--- src/rtl/sws_pkg.sv ---
package sws_pkg;
  typedef enum logic [3:0] {
    ST_IDLE, ST_LEAD, ST_WINDOW, ST_PAD, ST_MARK,
    ST_DATA, ST_CRC_HI, ST_CRC_LO, ST_TAIL
  } sws_state_e;

  localparam logic [7:0]  SWS_FILL     = 8'h00;
  localparam logic [7:0]  SWS_SYNC     = 8'hA1;
  localparam logic [7:0]  SWS_MARK_STD = 8'hFB;
  localparam logic [7:0]  SWS_MARK_DEL = 8'hF8;
  localparam logic [7:0]  SWS_TRAILER  = 8'hFE;
  localparam logic [15:0] SWS_POLY     = 16'h1021;
  localparam logic [15:0] SWS_INIT     = 16'hFFFF;

  // One byte of CRC-16, most significant bit first.
  function automatic logic [15:0] sws_crc_step(input logic [15:0] c, input logic [7:0] b);
    logic [15:0] r;
    r = c;
    for (int i = 7; i >= 0; i--) begin
      if (r[15] ^ b[i]) r = (r << 1) ^ SWS_POLY;
      else              r = r << 1;
    end
    return r;
  endfunction
endpackage

--- src/rtl/sws_crc16.sv ---
module sws_crc16
  import sws_pkg::*;
(
  input  logic        clk,
  input  logic        rst_n,
  input  logic        preset,
  input  logic        update,
  input  logic [7:0]  din,
  output logic [15:0] crc
);
  // Value the register holds after three sync bytes from the initial value.
  localparam logic [15:0] SYNC_PRESET =
    sws_crc_step(sws_crc_step(sws_crc_step(SWS_INIT, SWS_SYNC), SWS_SYNC), SWS_SYNC);

  logic [15:0] crc_q, crc_d;
  logic        crc_en;

  always_comb begin
    crc_en = preset | update;
    crc_d  = preset ? SYNC_PRESET : sws_crc_step(crc_q, din);
  end

  always_ff @(posedge clk or negedge rst_n) begin
    if (!rst_n)      crc_q <= SWS_INIT;
    else if (crc_en) crc_q <= crc_d;
  end

  assign crc = crc_q;

  // the preset lands on the well-known CCITT value after A1 A1 A1.
  p_sync_preset_r8: assert property (@(posedge clk) disable iff (!rst_n)
    preset |=> (crc_q == 16'hCDB4))
    else $error("crc preset wrong");
endmodule

--- src/rtl/sws_host_port.sv ---
module sws_host_port (
  input  logic       clk,
  input  logic       rst_n,
  input  logic       wr,
  input  logic [7:0] wdata,
  input  logic       raise,
  input  logic       drop,
  input  logic       consume,
  output logic       drq,
  output logic       written,
  output logic [7:0] data
);
  logic       drq_q, drq_d;
  logic       wrt_q, wrt_d;
  logic [7:0] data_q;

  always_comb begin
    wrt_d = consume ? 1'b0 : ((wr && drq_q) ? 1'b1 : wrt_q);
    if (raise)                      drq_d = 1'b1;
    else if (drop || (wr && drq_q)) drq_d = 1'b0;
    else                            drq_d = drq_q;
  end

  always_ff @(posedge clk or negedge rst_n) begin
    if (!rst_n) begin
      drq_q <= 1'b0;
      wrt_q <= 1'b0;
    end else begin
      drq_q <= drq_d;
      wrt_q <= wrt_d;
    end
  end

  always_ff @(posedge clk or negedge rst_n) begin
    if (!rst_n)  data_q <= '0;
    else if (wr) data_q <= wdata;
  end

  assign drq     = drq_q;
  assign written = wrt_q;
  assign data    = data_q;

  // a host write answered the request, so it must fall unless re-raised.
  p_wr_clears_drq_r6: assert property (@(posedge clk) disable iff (!rst_n)
    (wr && drq_q && !raise) |=> !drq_q)
    else $error("drq not cleared by host write");
endmodule

--- src/rtl/sector_write_seq.sv ---
module sector_write_seq
  import sws_pkg::*;
#(
  parameter int LEAD_TICKS   = 9,
  parameter int WINDOW_TICKS = 8,
  parameter int PAUSE_TICKS  = 12,
  parameter int ZERO_BYTES   = 12,
  parameter int SYNC_BYTES   = 3,
  parameter int BASE_LEN     = 128
) (
  input  logic       clk,
  input  logic       rst_n,
  input  logic       byte_tick,
  input  logic       start,
  input  logic       cancel,
  input  logic       deleted_mark,
  input  logic       multi_sector,
  input  logic [1:0] size_code,
  input  logic       host_wr,
  input  logic [7:0] host_data,
  output logic       drq,
  output logic       out_valid,
  output logic [7:0] out_byte,
  output logic       busy,
  output logic       lost_data,
  output logic       done,
  output logic       next_sector
);
  localparam int CNT_W = $clog2((BASE_LEN << 3) + 1);
  localparam logic [CNT_W-1:0] LEAD_LAST = CNT_W'(LEAD_TICKS - 1);
  localparam logic [CNT_W-1:0] WIN_LAST  = CNT_W'(WINDOW_TICKS - 1);
  localparam logic [CNT_W-1:0] PAD_FIRST = CNT_W'(PAUSE_TICKS - 1);
  localparam logic [CNT_W-1:0] ZERO_END  = CNT_W'(PAUSE_TICKS - 1 + ZERO_BYTES);
  localparam logic [CNT_W-1:0] PAD_LAST  = CNT_W'(PAUSE_TICKS - 2 + ZERO_BYTES + SYNC_BYTES);
  localparam logic [CNT_W-1:0] ONE       = CNT_W'(1);

  sws_state_e       state_q, state_d;
  logic [CNT_W-1:0] cnt_q, cnt_d, rem_after, len_q;
  logic             mark_q, multi_q, lost_q, lost_d;
  logic [7:0]       hold_q, hold_nx, emit_byte;
  logic             hold_ld, emit, raise, drop, consume, crc_preset, crc_upd;
  logic             fin, adv, lost_set;
  logic             drq_w, written_w;
  logic [7:0]       reg_data;
  logic [15:0]      crc_w;

  sws_host_port u_host (
    .clk(clk), .rst_n(rst_n), .wr(host_wr), .wdata(host_data),
    .raise(raise), .drop(drop), .consume(consume),
    .drq(drq_w), .written(written_w), .data(reg_data)
  );

  sws_crc16 u_crc (
    .clk(clk), .rst_n(rst_n), .preset(crc_preset), .update(crc_upd),
    .din(emit_byte), .crc(crc_w)
  );

  assign rem_after = cnt_q - ONE;

  // Next-state logic
  always_comb begin
    state_d = state_q;   cnt_d = cnt_q;
    emit = 1'b0;         emit_byte = SWS_FILL;
    raise = 1'b0;        drop = 1'b0;        consume = 1'b0;
    crc_preset = 1'b0;   crc_upd = 1'b0;
    hold_ld = 1'b0;      hold_nx = SWS_FILL;
    fin = 1'b0;          adv = 1'b0;         lost_set = 1'b0;
    if (cancel) begin
      state_d = ST_IDLE;
      drop    = 1'b1;
    end else if (start) begin
      state_d = ST_LEAD;
      cnt_d   = '0;
      drop    = 1'b1;
      consume = 1'b1;
    end else if (byte_tick) begin
      unique case (state_q)
        ST_LEAD: begin
          cnt_d = cnt_q + ONE;
          if (cnt_q == LEAD_LAST) begin
            state_d = ST_WINDOW;  cnt_d = '0;  raise = 1'b1;
          end
        end
        ST_WINDOW: begin
          cnt_d = cnt_q + ONE;
          if (cnt_q == WIN_LAST) begin
            drop  = 1'b1;
            cnt_d = '0;
            if (written_w) state_d = ST_PAD;
            else begin
              state_d = ST_IDLE;  lost_set = 1'b1;  fin = 1'b1;
            end
          end
        end
        ST_PAD: begin
          cnt_d = cnt_q + ONE;
          if (cnt_q >= PAD_FIRST) begin
            emit      = 1'b1;
            emit_byte = (cnt_q < ZERO_END) ? SWS_FILL : SWS_SYNC;
          end
          if (cnt_q == PAD_LAST) begin
            state_d = ST_MARK;  crc_preset = 1'b1;
          end
        end
        ST_MARK: begin
          emit      = 1'b1;
          emit_byte = mark_q ? SWS_MARK_DEL : SWS_MARK_STD;
          crc_upd   = 1'b1;
          hold_ld   = 1'b1;
          hold_nx   = reg_data;
          consume   = 1'b1;
          raise     = 1'b1;
          cnt_d     = len_q;
          state_d   = ST_DATA;
        end
        ST_DATA: begin
          emit      = 1'b1;
          emit_byte = hold_q;
          crc_upd   = 1'b1;
          cnt_d     = rem_after;
          if (rem_after != '0) begin
            hold_ld  = 1'b1;
            hold_nx  = written_w ? reg_data : SWS_FILL;
            lost_set = !written_w;
            consume  = 1'b1;
            if (rem_after != ONE) raise = 1'b1;
            else                  drop  = 1'b1;
          end else begin
            drop    = 1'b1;
            state_d = ST_CRC_HI;
          end
        end
        ST_CRC_HI: begin
          emit = 1'b1;  emit_byte = crc_w[15:8];  state_d = ST_CRC_LO;
        end
        ST_CRC_LO: begin
          emit = 1'b1;  emit_byte = crc_w[7:0];   state_d = ST_TAIL;
        end
        ST_TAIL: begin
          emit = 1'b1;  emit_byte = SWS_TRAILER;  state_d = ST_IDLE;
          adv  = multi_q;
          fin  = !multi_q;
        end
        default: ;
      endcase
    end
    lost_d = start ? 1'b0 : (lost_set ? 1'b1 : lost_q);
  end

  // Registers
  always_ff @(posedge clk or negedge rst_n) begin
    if (!rst_n) begin
      state_q <= ST_IDLE;
      cnt_q   <= '0;
      lost_q  <= 1'b0;
    end else begin
      state_q <= state_d;
      cnt_q   <= cnt_d;
      lost_q  <= lost_d;
    end
  end

  always_ff @(posedge clk or negedge rst_n) begin
    if (!rst_n) begin
      mark_q  <= 1'b0;
      multi_q <= 1'b0;
      len_q   <= '0;
    end else if (start && !cancel) begin
      mark_q  <= deleted_mark;
      multi_q <= multi_sector;
      len_q   <= CNT_W'(BASE_LEN << size_code);
    end
  end

  always_ff @(posedge clk or negedge rst_n) begin
    if (!rst_n)       hold_q <= '0;
    else if (hold_ld) hold_q <= hold_nx;
  end

  assign drq         = drq_w;
  assign out_valid   = emit;
  assign out_byte    = emit_byte;
  assign busy        = (state_q != ST_IDLE);
  assign lost_data   = lost_q;
  assign done        = fin;
  assign next_sector = adv;

  // bytes leave only on byte times.
  p_valid_on_tick_r4: assert property (@(posedge clk) disable iff (!rst_n)
    out_valid |-> byte_tick)
    else $error("output without tick");
  // the request belongs to an active sequence.
  p_drq_busy_r2: assert property (@(posedge clk) disable iff (!rst_n)
    drq |-> busy)
    else $error("drq while idle");
  // no request during CRC and trailer.
  p_tail_quiet_r8: assert property (@(posedge clk) disable iff (!rst_n)
    (state_q inside {ST_CRC_HI, ST_CRC_LO, ST_TAIL}) |-> !drq)
    else $error("drq during tail");
  // command end leaves the block idle.
  p_done_idle_r9: assert property (@(posedge clk) disable iff (!rst_n)
    (done || next_sector) |=> !busy)
    else $error("busy after end");
  // cancel stops the sequence on the next cycle.
  p_cancel_stops_r10: assert property (@(posedge clk) disable iff (!rst_n)
    cancel |=> (!busy && !drq))
    else $error("cancel ignored");
  // the remaining count never exceeds the configured length.
  p_len_bound_r5: assert property (@(posedge clk) disable iff (!rst_n)
    (state_q == ST_DATA) |-> (cnt_q <= len_q && cnt_q != '0))
    else $error("payload count out of range");
endmodule

--- config.mk ---
export PLATFORM = sky130hd
export DESIGN_NAME = sector_write_seq
export DESIGN_NICKNAME = d
export VERILOG_FILES = /design/src/rtl/sws_pkg.sv /design/src/rtl/sws_crc16.sv /design/src/rtl/sws_host_port.sv /design/src/rtl/sector_write_seq.sv
export SDC_FILE = /design/constraint.sdc
export NUM_CORES = 1
export LEC_CHECK = 0
export BUFFER_PORTS_ARGS = -buffer_cell sky130_fd_sc_hd__buf_2
export CORE_AREA = 2 2 73 127
export CTS_BUF_LIST = sky130_fd_sc_hd__clkbuf_2 sky130_fd_sc_hd__clkbuf_4 sky130_fd_sc_hd__clkbuf_8
export DETAILED_ROUTE_END_ITERATION = 10
export DIE_AREA = 0 0 75 129
export SYNTH_ARGS = -nofsm -noshare
export SYNTH_HDL_FRONTEND = slang
export SYNTH_SLANG_ARGS = --single-unit
--- constraint.sdc ---
create_clock -name clk -period 4.8 [get_ports clk]
set_input_delay 0.24 -clock clk [delete_from_list [all_inputs] [get_ports clk]]
set_output_delay 0.24 -clock clk [all_outputs]
set_load 0.03 [all_outputs]
After elaboration in Yosys (flattened, before gate mapping):

Index checks and enable logic that the tools add are counted.

* bits in registers: 63
* input bits: 18
* output and inout port bits: 14
* word-level logic and storage cells: 161

* add/subtract/negate cells: 2
* magnitude comparators: 2
* equal/unequal tests: 16
* shift-type cells: 1
* muxes and demuxes: 92
* bitwise gates (word level): 18
* reduce and logical (&&, ||, !) cells: 19

Operators with widths (count)
* 2-to-1 mux 13 bit: 8
* 2-to-1 mux 8 bit: 10
* case mux 11 bit (5 select lines): 1
* 2-to-1 mux 1 bit: 50
* case mux 8 bit (6 select lines): 1
* 2-to-1 mux 11 bit: 4
* case mux 4 bit (8 select lines): 1
* 2-to-1 mux 4 bit: 7
* inverter 3 bit: 8
* == test 4 x 3 -> 1 bit (second input constant): 4
* 2-to-1 mux 16 bit: 1
* inequality test 4 bit (second input constant): 4
* case mux 8 bit (2 select lines): 1
* adder 11 x 1 -> 11 bit (second input constant): 1
* == test 11 x 3 -> 1 bit (second input constant): 1
* == test 11 x 4 -> 1 bit (second input constant): 1
* == test 11 x 5 -> 1 bit (second input constant): 1
* greater-or-equal comparator 11 x 4 -> 1 bit (second input constant): 1
* < comparator 11 x 5 -> 1 bit (second input constant): 1
* inequality test 11 x 1 -> 1 bit (second input constant): 1
* nonzero test 11 bit: 1
* << shifter 8 x 2 -> 11 bit (first input constant): 1
* subtractor 11 x 1 -> 11 bit (second input constant): 1
* case mux 1 bit (2 select lines): 5
* other kinds (20): 35

Longest topological paths before layout:

* depth after elaboration: 24
* depth in mapped cells: 10
* gate-level depth less buffers: 9

Modules after synthesis:

From an unflattened synthesis, not the netlist that was laid out.

* cells, all modules: 445
* area, all modules: 4057.6 µm²

By module, submodules not included
* sector_write_seq: times used 1, cells each 343, area each 2627.5 µm², sequential area each 750.7 µm²
* sws_crc16: times used 1, cells each 79, area each 1028.5 µm², sequential area each 420.4 µm²
* sws_host_port: times used 1, cells each 23, area each 401.6 µm², sequential area each 250.2 µm²

Least setup slack after synthesis:

OpenSTA, ideal clock, no wires.

* path type: reg2reg
* start: register state_q[1]
* end: register u_crc.crc_q[6] (netlist: u_crc.crc[6])
* library setup time: 79 ps
* arrival: 2477 ps
* required time: 4721 ps
* slack: 2244 ps
* cell stages (with the launch flop): 9
* path buffers: 1
* clock period less this slack: 2556 ps
* cell sequence: dfrtp_1 -> buf_4 -> or4b_4 -> o21ai_2 -> nand2_4 -> nor2_1 -> xnor2_1 -> xnor3_1 -> a22o_1

* longest elaborated chain between the ends: 15
* elaborated cells on any way between the ends: 32
* those cells by class: 6 x eq/ne; 20 x mux; 5 x bitwise; 1 x reduce/logical

Ends and longest elaborated chain
* from (decl): line sector_write_seq.sv:37 `sws_state_e state_q, state_d;`
* from (signal assigned): line sector_write_seq.sv:157 `state_q <= state_d;`
* == test 4 bit (tied with other cells): line sector_write_seq.sv:77 `unique case (state_q)`
* case mux 8 bit (6 select lines) (*): line sector_write_seq.sv:77
* 2-to-1 mux 8 bit (*): line sector_write_seq.sv:76 `end else if (byte_tick) begin`
* 2-to-1 mux 8 bit (*): line sector_write_seq.sv:71 `end else if (start) begin`
* 2-to-1 mux 8 bit (*): line sector_write_seq.sv:68 `if (cancel) begin`
* named net out_byte[6]: line sector_write_seq.sv:23 `output logic [7:0] out_byte,`
* bitwise XOR 1 bit (*): line sws_pkg.sv:20 `if (r[15] ^ b[i]) r = (r << 1) ^ SWS_POLY;`
* 2-to-1 mux 13 bit (*) (5 in a row): line sws_pkg.sv:20
* inverter 3 bit (no line)
* 2-to-1 mux 13 bit (*) (2 in a row): line sws_pkg.sv:20
* 2-to-1 mux 16 bit (*): line sws_crc16.sv:20 `crc_d = preset ? SYNC_PRESET : sws_crc_step(crc_q, din);`
* to (signal assigned): line sws_crc16.sv:25 `else if (crc_en) crc_q <= crc_d;`
* to (decl): line sws_crc16.sv:15 `logic [15:0] crc_q, crc_d;`

Mark *: on every way through the listed nets, which the timed path passes. The rest lies on a longest branch.
A chain may end at the register's enable or synchronous reset.

Final worst setup path:

* start: register state_q[0]
* end: register hold_q[7]

* longest elaborated chain between the ends: 5
* elaborated cells on any way between the ends: 10
* those cells by class: 2 x eq/ne; 8 x mux

Ends and longest elaborated chain
* == test 4 x 3 -> 1 bit: line sector_write_seq.sv:77
* case mux 8 bit (2 select lines) or case mux 1 bit (2 select lines) (tied branches): line sector_write_seq.sv:77
* 2-to-1 mux 8 bit or 2-to-1 mux 1 bit (tied branches): line sector_write_seq.sv:76
* 2-to-1 mux 8 bit or 2-to-1 mux 1 bit (tied branches): line sector_write_seq.sv:71
* 2-to-1 mux 8 bit or 2-to-1 mux 1 bit (tied branches): line sector_write_seq.sv:68
* to (signal assigned): line sector_write_seq.sv:177 `else if (hold_ld) hold_q <= hold_nx;`
* to (decl): line sector_write_seq.sv:40 `logic [7:0] hold_q, hold_nx, emit_byte;`

Parallel ways exist; a longest one is shown, timed or not.

==> results by group <==
Power
  – Power density cells: 218 nW/µm²
  – Pleak: 1.68 nW
  – Overall power: 926 µW
  – Worst VDD drop: between 0.0001 and 0.00015 V

Synth
  – Ys flop type: dfrtp_1
  – Yosys reg bits: 56
  – Ys async rst share: between 90% and 100%
  – Post-synth top area share: approximately 25%
  – Synth Instances: 426
  – Post-synth top area cell: dfrtp_1
  – Unique cell type count in the Yosys netlist: 74
  – Post-synthesis sequential area ratio: between 30% and 40%
  – Synth Area per Inst: 9.33 µm²
  – Top post-synthesis cells by area: dfrtp_1 25%, dfstp_2 11%, xnor2_1 3.7%
  – Syn_nets: around 450
  – Synth Warn #: 0
  – Synth Cell Area: 3970 µm²
  – Post-synth EDFFs: 0

GRT
  – GRT Total Usage: 24.8%
  – Initial antenna violation count: 0
  – Largest net degree at the start of global routing: 57
  – First-pass GRT wire length: roughly 18 mm
  – GRT overflow: 0
  – Number of global-route vias before repair: about 3400

Setup path
  – Worst path arrival time: about 3400 ps
  – Crit path cell chain: nand2b_1 -> nor2_1 -> o311ai_1 -> a21oi_1 -> a22o_1
  – Slowest CP cell: dfrtp_1
  – CP required: 5060 ps
  – Crit-path max cell delay: around 970 ps
  – Crit-path max FO: 27
  – Worst setup SP type: flip-flop
  – Crit. End Element: flip-flop
  – Setup CP Type: reg2reg

Routing
  – Uppermost layer routed: met4
  – Drc violations: 0
  – DR WL met2: roughly 6.4 mm
  – Post-DR wirelength/cell: 20.5 µm
  – DR pass1 iterations: 5
  – Metal-1 WL: 4.22 mm
  – Starting DRT DRC Count: 177
  – Via density: around 6
  – Antenna-violating nets left: 0
  – Met3 Wirelength: 275 µm
  – Post-Route WL: roughly 11 mm
  – Via Count: between 3000 and 4000

Clocking
  – Clk pin slew, worst setup/hold paths: about 110 ps
  – Post-CTS Resized: 0
  – Clk buf depth: 2
  – Postcts setup bufs: 0
  – Root Buffer: clkbuf_8
  – Clock Sinks: 56
  – CTS buffer count: 5
  – CTS tree: done
  – H-tree depth: 2
  – Post-cts hold buffer count: 0
  – Worst-Skew Late Latency: 320 ps

Timing
  – Max_slew headroom: roughly a third
  – Fmax: ~320 MHz
  – Setup Viol. Count Final: 0
  – Worst slew pin tran: about 1000 ps
  – Fin crit period: slightly above 3000 ps
  – Setup TNS: 0 ps
  – Fin. Hold Viols: 0
  – Final period util: roughly two thirds
  – Max-slew violation count: 0
  – RSZ-0062 raised after global routing: no
  – Worst clock skew: roughly 5.7 ps

Die
  – Chip Width: 75 µm
  – Core Area: 8610 µm²
  – Std cell rows: 45
  – I/O Pins: 32
  – Die height: 129 µm
  – Die Area: about 9700 µm²
  – Initial Util: between 40 and 50%

Cells and area
  – Synthesis-to-finish area growth: 7.05%
  – Layout cell share with drive strength beyond 1: about a fifth
  – Net count, final: between 400 and 500
  – Utilization after layout: between 40% and 50%
  – Fill count: ~850
  – Antenna cells: 0

Status
  – Status: finished clean

Job
  – Max-capacitance violation count: 0

Place
  – Global placement routability congestion: between 0.9 and 1
  – Port-buffer cells: 31
  – Detail Placement HPWL: between 8 and 9 mm

Worst hold path
  – Hold Path Class: in2async
## power breakdown
part           total, mW  switching [mW]  internal [mW]
combinational      0.133          0.0748         0.0583
clock              0.274           0.170          0.104
sequential         0.519          0.0259          0.494
## per-stage QoR
step / std cells / area, µm² / worst slack, ps / hold WS (ps)
final: 555 / 4250 / 1690 / 62.0
after detailed placement: 547 / 4160 / 1770 / 433
after CTS: 555 / 4250 / 1730 / 75.4
after global placement: 547 / 4160 / 1810 / 425
after floorplan: 426 / 3970 / 2240 / -55.6
after global routing: 555 / 4250 / 1510 / 118
## synthesized netlist by cell type, types with 4 or more instances
cell and number:
a21oi_1 21, a221oi_1 5, a22o_1 15, and2_1 5
and3_1 5, buf_2 10, clkbuf_1 15, dfrtp_1 40
dfstp_2 16, ha_1 5, inv_1 11, mux2_2 10
mux2i_1 6, nand2_1 34, nand2b_1 11, nand3_1 4
nand4_1 5, nor2_1 37, nor3_1 15, nor4_1 6
nor4b_1 4, o211ai_1 4, o21ai_0 15, o21ai_1 6
o22a_1 7, o22ai_1 6, xnor2_1 17, xnor3_1 6
xor2_1 8
## area by class of cell
class / count / area (µm²) / area share (%)
flip-flops and latches: 56 / 1420 / 33.4
clock buffers: 5 / 68.8 / 1.62
repair buffers: 34 / 178 / 4.18
inverters: 11 / 41.3 / 0.971
clock inverters: 3 / 21.3 / 0.500
multi-input cells: 329 / 2380 / 55.9
well taps: 117 / 146 / 3.44
## critical path: cells and delay by family (launching register included)
family	cells	cell delay, ps
AO/OA/AOI/OAI	3	1030
AND/OR/NAND/NOR	2	1040
flip-flops	1	970
## layout by cell type, fill, tap and decap left out, drive strengths merged, types with 4 or more instances in the layout
cell and count:
ha 5, a221oi 5, xnor3 6, dfrtp 40, mux2i 6, nor2 40
nor4b 5, nand2b 11, xor2 8, and2 6, xnor2 17, a21oi 21
inv 12, clkbuf 5, mux2 10, o22ai 6, a22o 15, buf 34
nor4 7, nand2 35, and3 5, or2 4, nor3 16, o21ai 22
nand3 4, o211ai 4, nand4 5, o22a 7, a211oi 5, o31ai 4
dfstp 16
## logic make-up (layout without fill, tap and decap cells)
family,Yosys count,in the layout,synth area share (%)
buffers and inverters,41,53,4.57
multiplexers,19,19,6.05
flip-flops,56,56,35.8
AND/OR/NAND/NOR,152,152,20.8
AO/OA/AOI/OAI,122,122,22.4
adder cells (fa/ha/maj),5,5,1.57
XOR/XNOR,31,31,8.91
## sequential cells by signal, indices dropped and copies added, names as in the netlist
signal          count
mark_q              1
len_q               4
lost_data           1
u_host.data         8
multi_q             1
u_crc.crc          16
u_host.drq          1
cnt_q              11
u_host.written      1
hold_q              8
state_q             4
## worst paths after layout
path,start,cells past startpoint,to,slack (ps)
setup / recovery,state_q[0]$_DFFE_PN0P_,5,hold_q[7]$_DFFE_PN0P_,1690
hold / removal,rst_n,2,mark_q$_DFFE_PN0P_,60
setup reg to reg,state_q[0]$_DFFE_PN0P_,5,hold_q[7]$_DFFE_PN0P_,1690
hold reg to reg,len_q[10]$_DFFE_PN0P_,2,len_q[10]$_DFFE_PN0P_,510
max in group asynchronous,rst_n,2,cnt_q[7]$_DFFE_PN0P_,4270
min in group clk,size_code[0],2,len_q[7]$_DFFE_PN0P_,130
## per-layer routing
| layer | track usage [%] | vias to the layer above |
|---|---|---|
| met3 | 3.13 | 27 |
| met2 | 45.8 | 103 |
| met4 | 12.0 | 0 |
| li1 | - | 1594 |
| met5 | 0 | - |
| met1 | 26.5 | 1657 |
Power figures use the tool's default switching activity.
